===== src/rtl/crt_pkg.sv =====
package crt_pkg;
  localparam int CTRL_W     = 8;
  localparam int B_FLAG_OVF = 7;
  localparam int B_FLAG_EXT = 6;
  localparam int B_A_RX     = 5;
  localparam int B_A_TX     = 4;
  localparam int B_TRIG_EN  = 3;
  localparam int B_RUN      = 2;
  localparam int B_SRC      = 1;
  localparam int B_CAP      = 0;
  localparam int N_BAUD     = 4;
endpackage


===== src/rtl/crt_fall_detect.sv =====
module crt_fall_detect #(
  parameter int STAGES = 2
) (
  input  logic clk,
  input  logic rst,
  input  logic pin_in,
  output logic fall_o
);
  logic [STAGES:0] sh;

  always_ff @(posedge clk) begin
    if (rst) sh <= '0;
    else     sh <= {sh[STAGES-1:0], pin_in};
  end

  // previous sampled level high, current sampled level low
  assign fall_o = sh[STAGES] & ~sh[STAGES-1];
endmodule


===== src/rtl/crt_counter.sv =====
module crt_counter #(
  parameter int W  = 16,
  parameter int DW = 8,
  localparam int NB = W / DW
) (
  input  logic          clk,
  input  logic          rst,
  input  logic          run,
  input  logic          cnt_src,
  input  logic          cnt_fall,
  input  logic          cap_mode,
  input  logic          trig_evt,
  input  logic [NB-1:0] cnt_be,
  input  logic [NB-1:0] rl_be,
  input  logic [DW-1:0] wdata,
  output logic [W-1:0]  cnt_q,
  output logic [W-1:0]  rl_q,
  output logic          ovf
);
  logic         tick;
  logic [W-1:0] cnt_d, rl_d;

  assign tick = run & (cnt_src ? cnt_fall : 1'b1);
  assign ovf  = tick & (&cnt_q);

  always_comb begin
    cnt_d = cnt_q;
    if (trig_evt && !cap_mode)  cnt_d = rl_q;
    else if (ovf)               cnt_d = cap_mode ? '0 : rl_q;
    else if (tick)              cnt_d = cnt_q + 1'b1;
    if (|cnt_be) begin
      cnt_d = cnt_q;
      for (int b = 0; b < NB; b++)
        if (cnt_be[b]) cnt_d[b*DW +: DW] = wdata;
    end
  end

  always_comb begin
    rl_d = rl_q;
    if (trig_evt && cap_mode) rl_d = cnt_q;
    else
      for (int b = 0; b < NB; b++)
        if (rl_be[b]) rl_d[b*DW +: DW] = wdata;
  end

  always_ff @(posedge clk) begin
    if (rst) begin
      cnt_q <= '0;
      rl_q  <= '0;
    end else begin
      cnt_q <= cnt_d;
      rl_q  <= rl_d;
    end
  end


  hold_chk: assert property (@(posedge clk) disable iff (rst)
    (!tick && !trig_evt && !(|cnt_be)) |=> cnt_q == $past(cnt_q));

  ovf_reload_chk: assert property (@(posedge clk) disable iff (rst)
    (ovf && !cap_mode && !trig_evt && !(|cnt_be)) |=> cnt_q == $past(rl_q));

  capture_chk: assert property (@(posedge clk) disable iff (rst)
    (trig_evt && cap_mode) |=> rl_q == $past(cnt_q));
endmodule


===== src/rtl/crt_ctrl.sv =====
module crt_ctrl
  import crt_pkg::*;
(
  input  logic              clk,
  input  logic              rst,
  input  logic              wr,
  input  logic [CTRL_W-1:0] wdata,
  input  logic              ovf_set,
  input  logic              ext_set,
  output logic [CTRL_W-1:0] ctrl_q,
  output logic              irq
);
  logic [CTRL_W-1:0] ctrl_d;

  always_comb begin
    ctrl_d = ctrl_q;
    if (wr) begin
      ctrl_d = wdata;
    end else begin
      if (ovf_set) ctrl_d[B_FLAG_OVF] = 1'b1;
      if (ext_set) ctrl_d[B_FLAG_EXT] = 1'b1;
    end
  end

  always_ff @(posedge clk) begin
    if (rst) begin
      ctrl_q <= '0;
      irq    <= 1'b0;
    end else begin
      ctrl_q <= ctrl_d;
      irq    <= ctrl_d[B_FLAG_OVF] | ctrl_d[B_FLAG_EXT];
    end
  end


  ext_flag_chk: assert property (@(posedge clk) disable iff (rst)
    (ext_set && !wr) |=> (ctrl_q[B_FLAG_EXT] && irq));

  wr_clear_chk: assert property (@(posedge clk) disable iff (rst)
    (wr && !wdata[B_FLAG_OVF]) |=> !ctrl_q[B_FLAG_OVF]);
endmodule


===== src/rtl/crt_timer.sv =====
module crt_timer
  import crt_pkg::*;
#(
  parameter int W         = 16,
  parameter int DW        = 8,
  parameter int AW        = 3,
  parameter int SYNC_STGS = 2
) (
  input  logic              clk,
  input  logic              rst,
  input  logic              reg_wr,
  input  logic [AW-1:0]     reg_addr,
  input  logic [DW-1:0]     reg_wdata,
  output logic [DW-1:0]     reg_rdata,
  input  logic              ext_count_in,
  input  logic              ext_trig_in,
  input  logic              alt_ovf_in,
  input  logic              b_rx_sel,
  input  logic              b_tx_sel,
  output logic [N_BAUD-1:0] baud_clk_o,
  output logic              ovf_pulse_o,
  output logic              irq_o
);
  localparam int NB      = W / DW;
  localparam int CNT_LO  = 1;
  localparam int RL_LO   = CNT_LO + NB;

  logic [CTRL_W-1:0] ctrl_q;
  logic [W-1:0]      cnt_q, rl_q;
  logic [NB-1:0]     cnt_be, rl_be;
  logic              cnt_fall, trig_fall, ovf, serial, trig_evt, cap_eff, ctrl_wr;
  logic [N_BAUD-1:0] sel;
  logic [DW-1:0]     rd_d;

  assign ctrl_wr  = reg_wr && (reg_addr == AW'(0));
  assign sel      = {b_tx_sel, b_rx_sel, ctrl_q[B_A_TX], ctrl_q[B_A_RX]};
  assign serial   = |sel;
  assign cap_eff  = ctrl_q[B_CAP] & ~serial;
  assign trig_evt = ctrl_q[B_TRIG_EN] & trig_fall & ~serial;

  for (genvar b = 0; b < NB; b++) begin : g_be
    assign cnt_be[b] = reg_wr && (reg_addr == AW'(CNT_LO + b));
    assign rl_be[b]  = reg_wr && (reg_addr == AW'(RL_LO + b));
  end

  crt_fall_detect #(.STAGES(SYNC_STGS)) u_cnt_sync (
    .clk(clk), .rst(rst), .pin_in(ext_count_in), .fall_o(cnt_fall));
  crt_fall_detect #(.STAGES(SYNC_STGS)) u_trig_sync (
    .clk(clk), .rst(rst), .pin_in(ext_trig_in), .fall_o(trig_fall));

  crt_counter #(.W(W), .DW(DW)) u_counter (
    .clk(clk), .rst(rst),
    .run(ctrl_q[B_RUN]), .cnt_src(ctrl_q[B_SRC]), .cnt_fall(cnt_fall),
    .cap_mode(cap_eff), .trig_evt(trig_evt),
    .cnt_be(cnt_be), .rl_be(rl_be), .wdata(reg_wdata),
    .cnt_q(cnt_q), .rl_q(rl_q), .ovf(ovf));

  crt_ctrl u_ctrl (
    .clk(clk), .rst(rst), .wr(ctrl_wr), .wdata(reg_wdata[CTRL_W-1:0]),
    .ovf_set(ovf & ~serial), .ext_set(trig_evt),
    .ctrl_q(ctrl_q), .irq(irq_o));

  always_comb begin
    rd_d = '0;
    if (reg_addr == AW'(0)) rd_d = DW'(ctrl_q);
    for (int b = 0; b < NB; b++) begin
      if (reg_addr == AW'(CNT_LO + b)) rd_d = cnt_q[b*DW +: DW];
      if (reg_addr == AW'(RL_LO + b))  rd_d = rl_q[b*DW +: DW];
    end
  end

  always_ff @(posedge clk) begin
    if (rst) begin
      reg_rdata   <= '0;
      ovf_pulse_o <= 1'b0;
    end else begin
      reg_rdata   <= rd_d;
      ovf_pulse_o <= ovf;
    end
  end

  for (genvar i = 0; i < N_BAUD; i++) begin : g_baud
    always_ff @(posedge clk) begin
      if (rst) baud_clk_o[i] <= 1'b0;
      else     baud_clk_o[i] <= sel[i] ? ovf : alt_ovf_in;
    end
  end


  serial_noflag_chk: assert property (@(posedge clk) disable iff (rst)
    (serial && !ctrl_wr && !ctrl_q[B_FLAG_OVF]) |=> !ctrl_q[B_FLAG_OVF]);

  ovf_pulse_chk: assert property (@(posedge clk) disable iff (rst)
    ovf |=> ovf_pulse_o);

  baud_sel_chk: assert property (@(posedge clk) disable iff (rst)
    (sel[0] && ovf) |=> baud_clk_o[0]);

  trig_off_chk: assert property (@(posedge clk) disable iff (rst)
    (!ctrl_q[B_TRIG_EN] && !reg_wr) |=> $stable(rl_q));
endmodule


===== config.mk =====
export PLATFORM = sky130hd
export DESIGN_NAME = crt_timer
export DESIGN_NICKNAME = d
export VERILOG_FILES = /design/src/rtl/crt_pkg.sv /design/src/rtl/crt_fall_detect.sv /design/src/rtl/crt_counter.sv /design/src/rtl/crt_ctrl.sv /design/src/rtl/crt_timer.sv
export SDC_FILE = /design/constraint.sdc
export NUM_CORES = 1
export LEC_CHECK = 0
export BUFFER_PORTS_ARGS = -buffer_cell sky130_fd_sc_hd__buf_2
export CORE_AREA = 4 4 61 105
export DETAILED_ROUTE_END_ITERATION = 16
export DIE_AREA = 0 0 65 109
export PLACE_DENSITY_LB_ADDON = 0.08
export SYNTH_ARGS = -nofsm -noshare
export SYNTH_HDL_FRONTEND = slang
export SYNTH_SLANG_ARGS = --single-unit
export TNS_END_PERCENT = 10

===== constraint.sdc =====
create_clock -name clk -period 6.4 [get_ports clk]
set_clock_uncertainty 0.1 [all_clocks]
set_input_delay 0.32 -clock clk [delete_from_list [all_inputs] [get_ports clk]]
set_output_delay 0.32 -clock clk [all_outputs]
set_load 0.02 [all_outputs]

### Word-level counts from Yosys, hierarchy flattened

Cells that the tools add are included.

* output and inout bits: 14
* input port bits: 19
* register bits: 60
* word-level logic and storage cells: 74

* $add $sub $neg: 1
* bitwise logic cells: 12
* equality and inequality tests: 6
* reductions and logical operators: 17
* mux-type cells: 23

Operators by type and width (number)
* two-way mux 16 bit: 6
* two-way mux 8 bit: 9
* adder 16 x 1 -> 16 bit, second input constant: 1
* AND reduction 16 bit: 1
* bitwise AND 1 bit: 8
* logical AND 1 bit: 7
* two-way mux 1 bit: 7
* equality test 3 x 2 -> 1 bit, second input constant: 2
* inequality test 2 bit, second input constant: 2
* AND reduction 2 bit: 2
* nonzero test 2 bit: 2
* nonzero test 4 bit: 1
* OR reduction 4 bit: 1
* equality test 3 x 1 -> 1 bit, second input constant: 1
* equality test 3 bit, second input constant: 1
* zero test 3 bit: 1
* NOT 1 bit: 3
* two-way mux 2 bit: 1
* OR reduction 2 bit: 1
* zero test 1 bit: 1
* bitwise OR 1 bit: 1

### Longest topological paths before layout

* depth after elaboration: 9
* mapped depth: 9
* depth with buffers taken out: 7

### Hierarchy

A second synthesis with hierarchy kept.

* cell total of the unflattened synthesis: 381
* area total of the unflattened synthesis: 3260.6 um2

Modules (own cells, without submodules)
* crt_counter: cells each 247, area an instance 1985.7 um2, sequential area each 640.6 um2, instances 1
* crt_timer: cells each 90, area an instance 748.2 um2, sequential area each 260.2 um2, instances 1
* crt_ctrl: cells each 30, area an instance 351.6 um2, sequential area each 180.2 um2, instances 1
* crt_fall_detect: cells each 7, area an instance 87.6 um2, sequential area each 60.1 um2, instances 2

### Least setup slack after synthesis

No wires, ideal clock.

* kind: reg2reg
* start point: register u_ctrl.ctrl_q[4]
* end point: register u_counter.cnt_q[9]
* path buffers: 1
* cell stages (with the launch flop): 8
* setup slack: 4270 ps
* period minus slack after synthesis: 2130 ps
* required time: 6242 ps
* arrival: 1972 ps
* setup time: 58 ps
* cell sequence: dfxtp_1 -> or4_4 -> or3_4 -> a31oi_2 -> buf_4 -> o311ai_1 -> nor3_1 -> a31o_2

* cells in the longest elaborated chain, start to end: 7
* elaborated cells on any way between the ends: 12
* classes of those cells: mux: 4; bitwise: 3; reduce/logical: 5

RTL lines
* from (decl): line crt_ctrl.sv:10 `output logic [CTRL_W-1:0] ctrl_q,`
* from (signal assigned): line crt_ctrl.sv:30 `ctrl_q <= ctrl_d;`
* OR reduction 4 bit (*): line crt_timer.sv:37 `assign serial = |sel;`
* NOT 1 bit (*): line crt_timer.sv:38, crt_timer.sv:39
* bitwise AND 1 bit: line crt_timer.sv:38 `assign cap_eff = ctrl_q[B_CAP] & ~serial;`
* two-way mux 16 bit or zero test 1 bit (tied branches): line crt_counter.sv:29, crt_counter.sv:28
* two-way mux 16 bit or logical AND 1 bit (tied branches): line crt_counter.sv:29, crt_counter.sv:28
* two-way mux 16 bit or nonzero test 4 bit (tied branches)
* two-way mux 16 bit or AND reduction 2 bit (tied branches)
* to (signal assigned): line crt_counter.sv:51 `cnt_q <= cnt_d;`
* to (decl): line crt_counter.sv:16 `output logic [W-1:0] cnt_q,`

Mark *: on every way between the ends. The rest lies on a longest branch, timed or not.
A chain may end at the register's enable or synchronous reset.

### Worst setup path after layout

* start point: register u_ctrl.ctrl_q[4]
* end point: register u_counter.cnt_q[8]

Same word-level chain as after synthesis.

==> summary.md <==
| Metric | Value |
|---|---|
| Seq/Total Area, Yosys | 0.371 |
| Via-to-Cell Ratio | 6.55 |
| LEAKAGE | 0.00136 µW |
| TritonCTS Buffers | 9 |
| Mapped Area | 3240 µm² |
| Antenna violations before repair | 0 |
| Fmax | 0.381 GHz |
| Most frequent cells in the layout | 60 x dfxtp_1, 55 x nor2_1, 49 x nand2_1 |
| Slew HR | 0.368 |
| Total track usage | 0.336 |
| Iteration-0 DRC Markers | 319 |
| Fin nets | 449 |
| # IOs | 33 |
| Worst-path clk slew | 0.06 ns |
| GR Overflow Total | 0 |
| Die H | 109 µm |
| Vias in the first global route | 3251 |
| Largest net degree at the start of global routing | 53 |
| Setup crit start | u_ctrl.ctrl_q[4]$_SDFFE_PP0P_ |
| Gp weighted congestion | 1.02 |
| Clock Latency Late Sink | 0.35 ns |
| Area growth, synth to finish | 10.7% |
| Slowest-stage cell, CP | or4_4 |
| H-tree depth | 3 |
| EDFF count, synth | 0 |
| Top delay family on crit path | simple AND/OR/NAND/NOR gates |
| Tmin final | 2.63 ns |
| I/O Buffers | 32 |
| VDD IR max | 0.000201 V |
| Startpoint Class | flip-flop |
| Status | complete, no violations |
| ANT cells | 0 |
| Worst Tran Pin Value | 0.940 ns |
| Routed Antenna Nets | 0 |
| Drt total wl | 10900 µm |
| Core footprint | 5540 µm² |
| Reg2Reg Launch Point | u_ctrl.ctrl_q[4]$_SDFFE_PP0P_ |
| Crit path capture type | flip-flop |
| Final Cell Area | 3580 µm² |
| Synth Flop Type | dfxtp_1 |
| Cell count after synthesis | 412 |
| Critical setup path kind | flip-flop to flip-flop |
| Post-CTS Hold Buffers | 0 |
| YS warnings | 0 |
| Drt drc | 0 |
| Worst path bufs/invs | 1 |
| Tcrit/Tclk final | 0.410 |
| FP Rows | 36 |
| Leading cell type in the layout, fill and taps excluded | dfxtp_1 |
| Clk sinks | 60 |
| #FFs+latches synth | 60 |
| Final setup fails | 0 |
| Post-CTS Resized | 0 |
| Worst min path class | input port to flip-flop |
| Setup TNS | 0 ns |
| Crit path max fanout | 11 |
| Syn Area/Cell | 7.86 µm² |
| Layout cells sized above 1 | 0.134 |
| RSZ-0062 raised after global routing | no |
| Synth async-reset ratio | 0 |
| Avg WL per Cell | 21.4 µm |
| Total setup buffers inserted after CTS | 0 |
| Crit path DAT | 2.82 ns |
| Die ar. | 7090 µm² |
| Die width | 65 µm |
| Placed inst area | 3400 µm² |
| Final count of hold timing violations | 0 |
| Final Max Slew Viols | 0 |
| Max-cap violations | 0 |
| CTS tree | built |
| Root buffer cell | clkbuf_8 |
| Drt pass-1 iters | 6 |
| DR vias | 3332 |
| Final HPWL DP | 7880 µm |
| Initial Util | 0.584 |
| Global-route wire length before repair | 17400 µm |
| Post-synth cell types | 52 |
| PD cells | 222 nW/µm² |
| CP cell instances | or4_4, or3_4, a31oi_2, inv_1, a311oi_1, a32o_1 |
| Hold_sp | ext_trig_in |
| Worst path required time | 6.59 ns |
| CTS max path bufs | 2 |
| Max incr delay on CP | 0.57 ns |
| Syn nets | 432 |
==> power by group <==
group          leakage, µW  switching (µW)  internal [µW]
Combinational     0.000776            53.7           27.9
Sequential        0.000487            9.97            384
Clock            0.0000986             141            180
Total              0.00136             204            592
==> flip-flops by register name, indices dropped and copies added (netlist names) <==
register and cells:
baud_clk_o 4, u_counter.rl_q 16, reg_rdata 8, u_cnt_sync.sh 3
u_ctrl.ctrl_q 8, u_trig_sync.sh 3, u_ctrl.irq 1, u_counter.cnt_q 16
ovf_pulse_o 1
==> synth_stat cells (5+ instances only) <==
cell type / n / area share
xnor2_1: 5 / 0.014
a311oi_1: 13 / 0.035
nor2b_1: 10 / 0.019
o211ai_1: 11 / 0.026
o21ai_0: 20 / 0.031
nand2_1: 49 / 0.057
nor2_1: 55 / 0.064
dfxtp_1: 60 / 0.37
mux2i_1: 21 / 0.065
a211oi_1: 12 / 0.028
clkbuf_1: 26 / 0.030
nor3_1: 11 / 0.017
a21oi_1: 28 / 0.043
nand3_1: 17 / 0.026
and3_1: 9 / 0.017
and2_1: 7 / 0.014
==> metal layers <==
metal,up-vias,GRT usage,wire length [µm],part of all wire
li1,1539,-,-,-
met1,1541,0.381,4010,0.37
met2,205,0.553,5360,0.49
met3,47,0.0711,781,0.072
met4,0,0.239,747,0.068
met5,-,0,0,0
==> per-stage QoR <==
| step | worst slack [ns] | util | total power (µW) | hold slack, ns | instances |
|---|---|---|---|---|---|
| 2_1_floorplan | 4.27 | - | 451 | 0.314 | 412 |
| 3_3_place_gp | 3.82 | 0.613 | 481 | 0.319 | 494 |
| 3_5_place_dp | 3.75 | 0.613 | 482 | 0.334 | 494 |
| 4_1_cts | 3.79 | 0.647 | 799 | 0.0749 | 509 |
| 5_1_grt | 3.59 | 0.647 | 826 | 0.0889 | 509 |
| 6_report | 3.77 | 0.647 | 796 | 0.0740 | 509 |
==> final cells by class <==
class	instances	area, µm²
Timing Repair Buffer	36	190
Clock buffer	14	183
Sequential cell	60	1200
Clock inverter	1	5.00
Inverter	3	11.3
Fill cell	531	1960
Tap cell	76	95.1
Multi-Input combinational cell	319	1900
==> logic make-up after synthesis <==
group | after synthesis | share of synthesized area
and+or+nand+nor | 176 | 0.257
AOI/OAI and AO/OA | 112 | 0.237
DFF | 60 | 0.371
buffers and inverters | 33 | 0.0421
muxes | 21 | 0.0649
xor gates and xnor gates | 9 | 0.0244
adders and majority gates | 1 | 0.00386
==> path summary, 6_finish.rpt <==
| path | slack [ns] | endpoint | depth (start not counted) |
|---|---|---|---|
| max | 3.77 | u_counter.cnt_q[8]$_SDFFE_PP0P_ | 6 |
| min | 0.07 | u_trig_sync.sh[0]$_SDFF_PP0_ | 2 |
| max reg2reg | 3.77 | u_counter.cnt_q[8]$_SDFFE_PP0P_ | 6 |
| min reg2reg | 0.34 | u_cnt_sync.sh[1]$_SDFF_PP0_ | 1 |
No activity file was read; power rests on OpenSTA's default activity.
